File: config.mk
export PLATFORM = sky130hd
export DESIGN_NAME = ctrl_hazard_unit
export DESIGN_NICKNAME = d
export VERILOG_FILES = /design/src/rtl/hzd_pkg.sv /design/src/rtl/hzd_dep_check.sv /design/src/rtl/hzd_branch_eval.sv /design/src/rtl/hzd_select.sv /design/src/rtl/ctrl_hazard_unit.sv
export SDC_FILE = /design/constraint.sdc
export NUM_CORES = 1
export LEC_CHECK = 0
export BUFFER_PORTS_ARGS = -buffer_cell sky130_fd_sc_hd__clkbuf_2
export CAP_MARGIN = 15
export CORE_AREA = 2 2 39 41
export DETAILED_ROUTE_END_ITERATION = 8
export DIE_AREA = 0 0 41 43
export PLACE_DENSITY_LB_ADDON = 0.12
export SKIP_LAST_GASP = 1
export SYNTH_ARGS = -nofsm -noshare
export SYNTH_HDL_FRONTEND = slang
export SYNTH_HIERARCHICAL = 1
export SYNTH_SLANG_ARGS = --single-unit
File: constraint.sdc
create_clock -name vclk -period 1.68
set_clock_uncertainty 0.1 [all_clocks]
set_input_delay 0 -clock vclk [all_inputs]
set_output_delay 0 -clock vclk [all_outputs]
set_load 0.01 [all_outputs]
File: src/rtl/hzd_pkg.sv
package hzd_pkg;
  localparam int CLS_W = 4;
  localparam int SEL_W = 2;

  typedef enum logic [CLS_W-1:0] {
    CLS_ALU   = 4'd0,
    CLS_LOAD  = 4'd1,
    CLS_STORE = 4'd2,
    CLS_BEQZ  = 4'd3,
    CLS_BNEZ  = 4'd4,
    CLS_J     = 4'd5,
    CLS_JAL   = 4'd6,
    CLS_JR    = 4'd7,
    CLS_JALR  = 4'd8,
    CLS_NOP   = 4'd9
  } cls_e_t;

  typedef enum logic [SEL_W-1:0] {
    PCS_SEQ = 2'd0,
    PCS_ABS = 2'd1,
    PCS_IND = 2'd2,
    PCS_BR  = 2'd3
  } pc_sel_t;
endpackage

File: src/rtl/hzd_dep_check.sv
module hzd_dep_check #(
  parameter int REG_W = 5,
  parameter int NSRC  = 2,
  parameter int NSTG  = 3
) (
  input  logic [NSRC-1:0][REG_W-1:0] src,
  input  logic [NSRC-1:0]            src_rd,
  input  logic [NSTG-1:0][REG_W-1:0] dst,
  input  logic [NSTG-1:0]            wen,
  output logic                       dep_hit
);
  localparam int NPAIR = NSRC * NSTG;

  logic [NPAIR-1:0] pair_hit;

  for (genvar k = 0; k < NSRC; k++) begin : g_src
    logic src_live;
    assign src_live = src_rd[k] && (src[k] != '0);
    for (genvar s = 0; s < NSTG; s++) begin : g_stg
      assign pair_hit[k*NSTG+s] = src_live && wen[s] && (src[k] == dst[s]);
    end
  end

  assign dep_hit = |pair_hit;

  always_comb begin
    if (!src_rd[0] && !src_rd[1]) begin
      p_no_read_no_dep_r2: assert (!dep_hit) else $error("dependence without a read source");
    end
    if (src[0] == '0 && src[1] == '0) begin
      p_zero_reg_r3: assert (!dep_hit) else $error("register zero produced a dependence");
    end
  end
endmodule

File: src/rtl/hzd_branch_eval.sv
module hzd_branch_eval
  import hzd_pkg::*;
(
  input  logic [CLS_W-1:0] cls_e,
  input  logic             zero_e,
  output logic             taken
);
  logic is_beqz, is_bnez;

  assign is_beqz = (cls_e == CLS_BEQZ);
  assign is_bnez = (cls_e == CLS_BNEZ);
  assign taken   = (is_beqz && zero_e) || (is_bnez && !zero_e);

  always_comb begin
    if (!is_beqz && !is_bnez) begin
      p_non_branch_r10: assert (!taken) else $error("non-branch class resolved as taken");
    end
  end
endmodule

File: src/rtl/hzd_select.sv
module hzd_select
  import hzd_pkg::*;
(
  input  logic [CLS_W-1:0] cls_d,
  input  logic             taken,
  input  logic             dep_hit,
  output logic [SEL_W-1:0] next_pc_sel,
  output logic             dec_ir_nop,
  output logic             exe_ir_nop,
  output logic             stall
);
  logic jmp_abs, jmp_ind, jmp_any, redirect_ok;
  pc_sel_t sel;

  assign jmp_abs     = (cls_d == CLS_J)  || (cls_d == CLS_JAL);
  assign jmp_ind     = (cls_d == CLS_JR) || (cls_d == CLS_JALR);
  assign jmp_any     = jmp_abs || jmp_ind;
  assign stall       = dep_hit && !taken;
  assign redirect_ok = !stall;

  always_comb begin
    if (taken)                    sel = PCS_BR;
    else if (redirect_ok && jmp_abs) sel = PCS_ABS;
    else if (redirect_ok && jmp_ind) sel = PCS_IND;
    else                          sel = PCS_SEQ;
  end

  assign next_pc_sel = sel;
  assign dec_ir_nop  = taken || (jmp_any && redirect_ok);
  assign exe_ir_nop  = taken || stall;

  always_comb begin
    if (jmp_abs && !taken && !stall) begin
      p_abs_jump_r6: assert (next_pc_sel == PCS_ABS) else $error("absolute jump not selected");
    end
    if (taken) begin
      p_branch_wins_r6: assert (next_pc_sel == PCS_BR) else $error("taken branch lost priority");
    end
  end
endmodule

File: src/rtl/ctrl_hazard_unit.sv
module ctrl_hazard_unit
  import hzd_pkg::*;
#(
  parameter int REG_W = 5
) (
  input  logic [3:0]       cls_d,
  input  logic [REG_W-1:0] src1_d,
  input  logic             src1_rd_d,
  input  logic [REG_W-1:0] src2_d,
  input  logic             src2_rd_d,
  input  logic [3:0]       cls_e,
  input  logic             zero_e,
  input  logic [REG_W-1:0] dst_e,
  input  logic             wen_e,
  input  logic [REG_W-1:0] dst_m,
  input  logic             wen_m,
  input  logic [REG_W-1:0] dst_w,
  input  logic             wen_w,
  output logic [1:0]       next_pc_sel,
  output logic             dec_ir_nop,
  output logic             exe_ir_nop,
  output logic             stall
);
  localparam int NSRC = 2;
  localparam int NSTG = 3;

  logic [NSRC-1:0][REG_W-1:0] src_v;
  logic [NSRC-1:0]            src_rd_v;
  logic [NSTG-1:0][REG_W-1:0] dst_v;
  logic [NSTG-1:0]            wen_v;
  logic                       dep_hit;
  logic                       taken;

  assign src_v    = {src2_d, src1_d};
  assign src_rd_v = {src2_rd_d, src1_rd_d};
  assign dst_v    = {dst_w, dst_m, dst_e};
  assign wen_v    = {wen_w, wen_m, wen_e};

  hzd_dep_check #(.REG_W(REG_W), .NSRC(NSRC), .NSTG(NSTG)) u_dep (
    .src    (src_v),
    .src_rd (src_rd_v),
    .dst    (dst_v),
    .wen    (wen_v),
    .dep_hit(dep_hit)
  );

  hzd_branch_eval u_br (
    .cls_e (cls_e),
    .zero_e(zero_e),
    .taken (taken)
  );

  hzd_select u_sel (
    .cls_d      (cls_d),
    .taken      (taken),
    .dep_hit    (dep_hit),
    .next_pc_sel(next_pc_sel),
    .dec_ir_nop (dec_ir_nop),
    .exe_ir_nop (exe_ir_nop),
    .stall      (stall)
  );

  always_comb begin
    if (taken) begin
      p_taken_no_stall_r4: assert (!stall) else $error("stall while branch taken");
      p_kill_two_r8: assert (dec_ir_nop && exe_ir_nop) else $error("taken branch left a younger instruction");
    end
    if (stall) begin
      p_stall_holds_r9: assert (next_pc_sel == 2'd0 && !dec_ir_nop && exe_ir_nop)
        else $error("stall did not hold the front end");
    end
    if (dep_hit && !taken) begin
      p_dep_stalls_r1: assert (stall) else $error("dependence did not stall");
    end
  end
endmodule

[Yosys cells after proc, flatten, opt, wreduce, memory -nomap -nowiden]
Index checks and enable logic that the tools add are counted.
Operators by class
  eq/ne operators: 12
  mux-type cells: 3
  reduce and logical (&&, ||, !) cells: 32
Operator list (count)
  == test 5 bit: 6
  logical AND 1 bit: 20
  == test 4 x 3 -> 1 bit (second input constant): 4
  nonzero test 5 bit: 2
  logical OR 1 bit: 6
  2-to-1 mux 2 bit: 3
  OR reduction 6 bit: 1
  == test 4 x 2 -> 1 bit (second input constant): 1
  == test 4 bit (second input constant): 1
  logical NOT 1 bit: 3
Word-level totals
  register bits: 0
  bits of input ports: 39
  output and inout bits: 5
  logic and storage cells: 47

[Depth between registers and ports, before layout]
Gate-level depths: netlist of the first run.
  depth in word-level cells: 11
  gate-level depth with buffers: 6
  depth with buffers taken out: 6

[Cells and area by module]
Netlist of the first run, hierarchy kept.
By module, submodules not included
  hzd_dep_check: instances 1, cells an instance 49, area each 374.1 um^2, sequential area each 0.0 um^2
  hzd_select: instances 1, cells an instance 12, area each 86.3 um^2, sequential area each 0.0 um^2
  hzd_branch_eval: instances 1, cells an instance 3, area each 23.8 um^2, sequential area each 0.0 um^2

[Least setup slack after synthesis of the first run]
No wires, ideal clock.
  path kind: input-to-output
  start point: in src2_d[1]
  end point: out exe_ir_nop
  data arrival time: 1.193 ns
  data required time: 1.580 ns
  slack: 0.387 ns
  cell stages on the path: 5
  buffers on the path: 0
  cells stage by stage: or4_1 o21ai_1 a31oi_1 or2_1 or2_1
Between the ends
  longest elaborated chain between the ends: 7
  elaborated cells on any way between the ends: 14
  classes of those cells: eq/ne (3); reduce/logical (11)
Ends and longest elaborated chain
  start, declared: RTL line ctrl_hazard_unit.sv:9  | input logic [REG_W-1:0] src2_d,
  nonzero test 5 bit: RTL line hzd_dep_check.sv:18  | assign src_live = src_rd[k] && (src[k] != '0);
  logical AND 1 bit: RTL line hzd_dep_check.sv:18
  logical AND 1 bit (2 in a row): RTL line hzd_dep_check.sv:20  | assign pair_hit[k*NSTG+s] = src_live && wen[s] && (src[k] == dst[s]);
  OR reduction 6 bit *: RTL line hzd_dep_check.sv:24  | assign dep_hit = |pair_hit;
  via dep_hit: RTL line ctrl_hazard_unit.sv:31  | logic dep_hit;
  logical AND 1 bit *: RTL line hzd_select.sv:18  | assign stall = dep_hit && !taken;
  logical OR 1 bit *: RTL line hzd_select.sv:30  | assign exe_ir_nop = taken || stall;
  end, declared: RTL line ctrl_hazard_unit.sv:21  | output logic exe_ir_nop,
The timed path passes the listed nets; every way through them passes the cells marked *.

[Worst setup path in the final report of the first run]
Ends and elaborated chain as after synthesis.

==> metrics.txt, run 1 <==
CP Launch Point=src2_d[1]; Core Area=roughly 1400 µm²; global-route wire length before repair=between 1500 and 2000 µm; antenna-violating nets left=0; global-route usage over all layers=0.150; grt ovf=0; worst slew pin tran=roughly 0.31 ns; max cap viols=0; RSZ-0062 raised after global routing=false; Initial DRC Count=1; hold depth=4; Layout area overhead=51.2%; Register Area=0 µm²; Die H=around 43 µm; post_cts resized=0; most frequent cells in the layout=clkbuf_2, xor2_1, nor4_1, xnor2_1, nand3_1; sequential-to-total area share from yosys stat=0; Hold Path Sink=stall; Static Leak=0.355 nW; RD Place Congestion=~0.8; Crit Path Category=in2out; Setup Total Neg Slack=0 ns; drt wl/cell=roughly 10 µm; Data arrival, critical path=1.46 ns; Placed Area=732 µm²; total wire length=between 1000 and 1500 µm; CP endpoint kind=output pin; Hold Crit Start=cls_e[3]; period utilization=0.928; fmax=642 MHz; Synth Cell Area=~480 µm²; sequential cells=0; Pre-Repair DR Iteration Count=3; CP required=about 1.6 ns; Net Count, Synth=103; Slew Limit Fails=0; Vias=between 600 and 700; drt drc=0; synth unique cells=16; io pins=44; layout cells sized above 1=0.422; PD cells=roughly 230 nW/µm²; largest net degree at the start of global routing=6; # diodes=0; Hold Path Class=in2out; post-CTS setup buffers=0; IO Port Bufs=44; HPWL after DPL=between 1000 and 1500 µm; Final Hold Vio Count=0; area of the multi-input gates=between 400 and 500 µm²; maximum vdd drop=0.0000967 V; status=finished clean; fin crit period=roughly 1.6 ns; number of global-route vias before repair=roughly 500; chip width=around 41 µm; Design Area, Final=between 700 and 800 µm²; fill count=~140; commonest non-fill, non-tap cell in the layout=clkbuf_2; vias per cell=just under 5; Setup Viol. Count Final=0; Syn Inst Count=between 60 and 70; Worst setup SP type=input pin; NumNets Final=150; clkbuf count=0; syn_area_per_cell=about 7.6 µm²; Critical Path Fanout Max=5; starting density of the core=0.350; floorplan row count=14; slew margin rel.=0.792; Die Footprint=1760 µm²; initial antenna violation count=0; YS warnings=6; hold_buf cts=0
-- worst max path at each step --
| stage | endpoint | slack, ns | cells past startpoint |
|---|---|---|---|
| 2_1_floorplan | exe_ir_nop | 0.39 | 5 |
| 3_3_place_gp | exe_ir_nop | 0.12 | 7 |
| 3_5_place_dp | exe_ir_nop | 0.10 | 7 |
| 4_1_cts | exe_ir_nop | 0.10 | 7 |
| 5_1_grt | exe_ir_nop | 0.03 | 7 |
| 6_report | exe_ir_nop | 0.12 | 7 |
-- cells in the mapped netlist (all sizes together) --
cell	instances	share of area
xnor2	6	0.11
nor2b	2	0.026
or2	3	0.039
nand2	1	0.0077
a21oi	2	0.021
nand4b	1	0.018
or4	2	0.031
nor4	6	0.078
nor4b	1	0.031
nand3	6	0.062
xor2	25	0.45
o21bai	3	0.047
o21ai	2	0.021
a31oi	3	0.039
or4b	1	0.021
-- metrics by stage --
stage | setup WS, ns | std cells | hold slack [ns] | power (mW) | utilization
floorplan | 0.387 | 64 | 0.0762 | 0.0791 | -
global placement | 0.122 | 125 | 0.277 | 0.171 | 0.529
detailed placement | 0.104 | 125 | 0.277 | 0.173 | 0.529
CTS | 0.105 | 125 | 0.278 | 0.174 | 0.529
global route | 0.0256 | 125 | 0.322 | 0.190 | 0.529
finish | 0.122 | 125 | 0.271 | 0.171 | 0.529
-- worst max-delay path, stage by stage --
cell,delay [ns]
clkbuf_2,0.13
or4_1,0.54
o21ai_1,0.13
a31oi_1,0.04
or2_1,0.27
or2_1,0.23
clkbuf_2,0.12
-- per-layer routing --
metal / track usage / wire length (µm)
met4: 0 / 0
met1: 0.165 / 493
met5: 0 / 0
met2: 0.306 / 686
met3: 0 / 126
-- area by class of cell --
cell class / instances / area share
timing repair buffer: 45 / 0.311
tap: 16 / 0.0274
multi-input combinational: 64 / 0.662
-- power breakdown --
| group | switching, mW | internal (mW) |
|---|---|---|
| Combinational | 0.0833 | 0.0875 |
| Sequential | 0 | 0 |
| Clock | 0 | 0 |
-- kinds of logic (layout without fill, tap and decap cells) --
family | Yosys count | after routing | share of synthesized area
buffers and inverters | 0 | 45 | 0
and+or+nand+nor | 23 | 23 | 0.313
AOI/OAI and AO/OA | 10 | 10 | 0.127
xor gates and xnor gates | 31 | 31 | 0.561
No activity file was read; power rests on OpenSTA's default activity.
==> inputs of run 2 (changes only) <==
--- a/config.mk
+++ b/config.mk
@@ -14,5 +14,4 @@
 export SKIP_LAST_GASP = 1
 export SYNTH_ARGS = -nofsm -noshare
 export SYNTH_HDL_FRONTEND = slang
-export SYNTH_HIERARCHICAL = 1
 export SYNTH_SLANG_ARGS = --single-unit
==> run 2 against run 1 <==
  * Wire length is 11% higher
  * Die area stayed put
  * Setup slack worse by 0.025 ns
  * Final area is 5.3% higher
  * Worst hold slack better by 0.098 ns
==> metrics.txt, run 2 <==
Crit Path Category=in2out; Synth Cell Area=524 µm² (+8.3%); worst slew pin tran=0.318 ns (+0.00969 ns); RD Place Congestion=0.789 (+0.34%); number of global-route vias before repair=560 (+12%); starting density of the core=0.379 (+0.0289); Hold Crit Start=cls_e[3]; Core Area=1380 µm² (unchanged); largest net degree at the start of global routing=7 (+1); area leader, netlist=xor2_1; most used cell, CP=clkbuf_2; Vias=647 (+7.7%); switch share=0.510 (+0.0216); logic gate share of total power=1.000 (about the same); # diodes=0 (unchanged); total wire length=1450 µm (+11%); Pre-Repair DR Iteration Count=4 (+1); fin crit period=1.58 ns (+0.0248 ns); PD cells=237 nW/µm² (+1.6%); YS warnings=0 (-6); Sequential Power Share=0 (unchanged); fill count=135 (-2.2%); sw power=93.1 µW (+12%); Hold Path Sink=next_pc_sel[0]; grt ovf=0 (unchanged); Design Area, Final=771 µm² (+5.3%); Initial DRC Count=4 (+3); vias per cell=5.18 (+7.7%); global-route wire length before repair=2190 µm (+14%); CP endpoint kind=output pin; CP max stage cell=a311oi_2; Worst setup SP type=input pin; RSZ-0062 raised after global routing=false; synth unique cells=23 (+7); Placed Area=764 µm² (+4.4%); post-CTS setup buffers=0 (unchanged); Hold Path Class=in2out; Syn Inst Count=65 (+1.6%); Data arrival, critical path=1.48 ns (+0.02 ns); sequential cells=0 (unchanged); NumNets Final=150 (unchanged); Final Hold Vio Count=0 (unchanged); family with the most delay on the worst path=simple AND/OR/NAND/NOR gates; Net Count, Synth=104 (+0.97%); slew margin rel.=0.786 (-0.00652); post_cts resized=0 (unchanged); Max stage delay on crit path=0.38 ns (-0.16 ns); fmax=632 MHz (-1.6%); Die Footprint=1760 µm² (unchanged); CP Buf/Inv Count=2 (unchanged); chip width=41 µm (unchanged); Die H=43 µm (unchanged); top cells by area, synth=xor2_1, xnor2_1, nor4_1; io pins=44 (unchanged); drt drc=0 (unchanged); clock network power share=0 (unchanged); commonest non-fill, non-tap cell in the layout=clkbuf_2; sequential-to-total area share from yosys stat=0 (unchanged); Tot Pwr=183 µW (+7.0%); most frequent cells in the layout=clkbuf_2, xor2_1, xnor2_1, nand3_1, nor4_1; Post-Place Cells=125 (unchanged); count leader, synth=xor2_1; maximum vdd drop=0.000102 V (+5.0%); hold_buf cts=0 (unchanged); Critical Path Fanout Max=4 (-1); hold depth=5 (+1); Final Instance Count excl. Fillers=125 (unchanged); top cell type's share of synthesized area=0.418 (-0.0345); initial antenna violation count=0 (unchanged); layout cells sized above 1=0.477 (+0.0550); syn_area_per_cell=8.07 µm² (+6.6%); WHS=0.369 ns (+0.0976 ns); max cap viols=0 (unchanged); period utilization=0.942 (+0.0148); clkbuf count=0 (unchanged); commonest cells in the netlist=xor2_1, nand3_1, xnor2_1; CP Cell Sequence=clkbuf_2 > xor2_1 > nor4_1 > nand3_1 > a311oi_2 > or2_1 > clkbuf_2; Setup Total Neg Slack=0 ns (unchanged); Slew Limit Fails=0 (unchanged); antenna-violating nets left=0 (unchanged); Int Power=89.6 µW (+2.5%); global-route usage over all layers=0.172 (+0.0220); floorplan row count=14 (unchanged); drt wl/cell=11.6 µm (+11%); status=finished clean; IO Port Bufs=44 (unchanged); CP required=1.58 ns (about the same); Layout area overhead=47.0%; Setup Viol. Count Final=0 (unchanged); Register Area=0 µm² (unchanged); Static Leak=0.356 nW (+0.52%)
## run 2: cell types whose count changed after synthesis, sizes merged
| cell | previous run | this run |
|---|---|---|
| a211oi | 0 | 1 |
| a311oi | 0 | 3 |
| a31oi | 3 | 2 |
| nand2 | 1 | 0 |
| nor2b | 2 | 1 |
| nor3 | 0 | 3 |
| nor3b | 0 | 1 |
| nor4b | 1 | 0 |
| o21bai | 3 | 0 |
| or2 | 3 | 2 |
| or3 | 0 | 1 |
## run 2: per-layer routing
layer	vias to the layer above	wire length, µm	track usage	part of all wire
li1	339	-	-	-
met1	282	599	0.206	0.41
met2	26	756	0.328	0.52
met3	0	97	0.00524	0.067
met4	0	0	0.00667	0
met5	-	0	0	0
## run 2: power groups by stage
stage	Sequential, mW	Clock [mW]	Combinational (mW)
6_report	0	0	0.183
4_1_cts	0	0	0.182
5_1_grt	0	0	0.201
3_5_place_dp	0	0	0.181
2_1_floorplan	0	0	0.0875
3_3_place_gp	0	0	0.178
## run 2: how the worst max path moves through the flow
stage              start    endpoint  slack (ns)  cells after the start
4_1_cts        src1_d[4]       stall         0.1                      7
5_1_grt        src1_d[0]       stall       0.009                      7
3_3_place_gp   src1_d[4]       stall        0.09                      7
6_report       src1_d[3]       stall         0.1                      7
2_1_floorplan     zero_e  dec_ir_nop        0.40                      4
3_5_place_dp   src1_d[4]       stall        0.10                      7
## run 2: metrics by stage
step	utilization	setup slack, ns
after detailed placement	0.552	0.103
after floorplan	-	0.402
final	0.557	0.0967
after global routing	0.557	0.00903
after global placement	0.552	0.0871
after CTS	0.552	0.0970
## run 2: kinds of logic (layout without fill, tap and decap cells)
| family | count (synthesis) | in the layout | share of synthesized area |
|---|---|---|---|
| xor+xnor | 31 | 31 | 0.518 |
| buf+inv | 0 | 44 | 0 |
| compound gates | 10 | 10 | 0.179 |
| simple gates | 24 | 24 | 0.303 |
## run 2: cell type report
class | count | area, µm² | share of cell area
Multi-Input combinational cell | 65 | 531 | 0.688
Timing Repair Buffer | 44 | 220 | 0.286
Tap cell | 16 | 20.0 | 0.0260
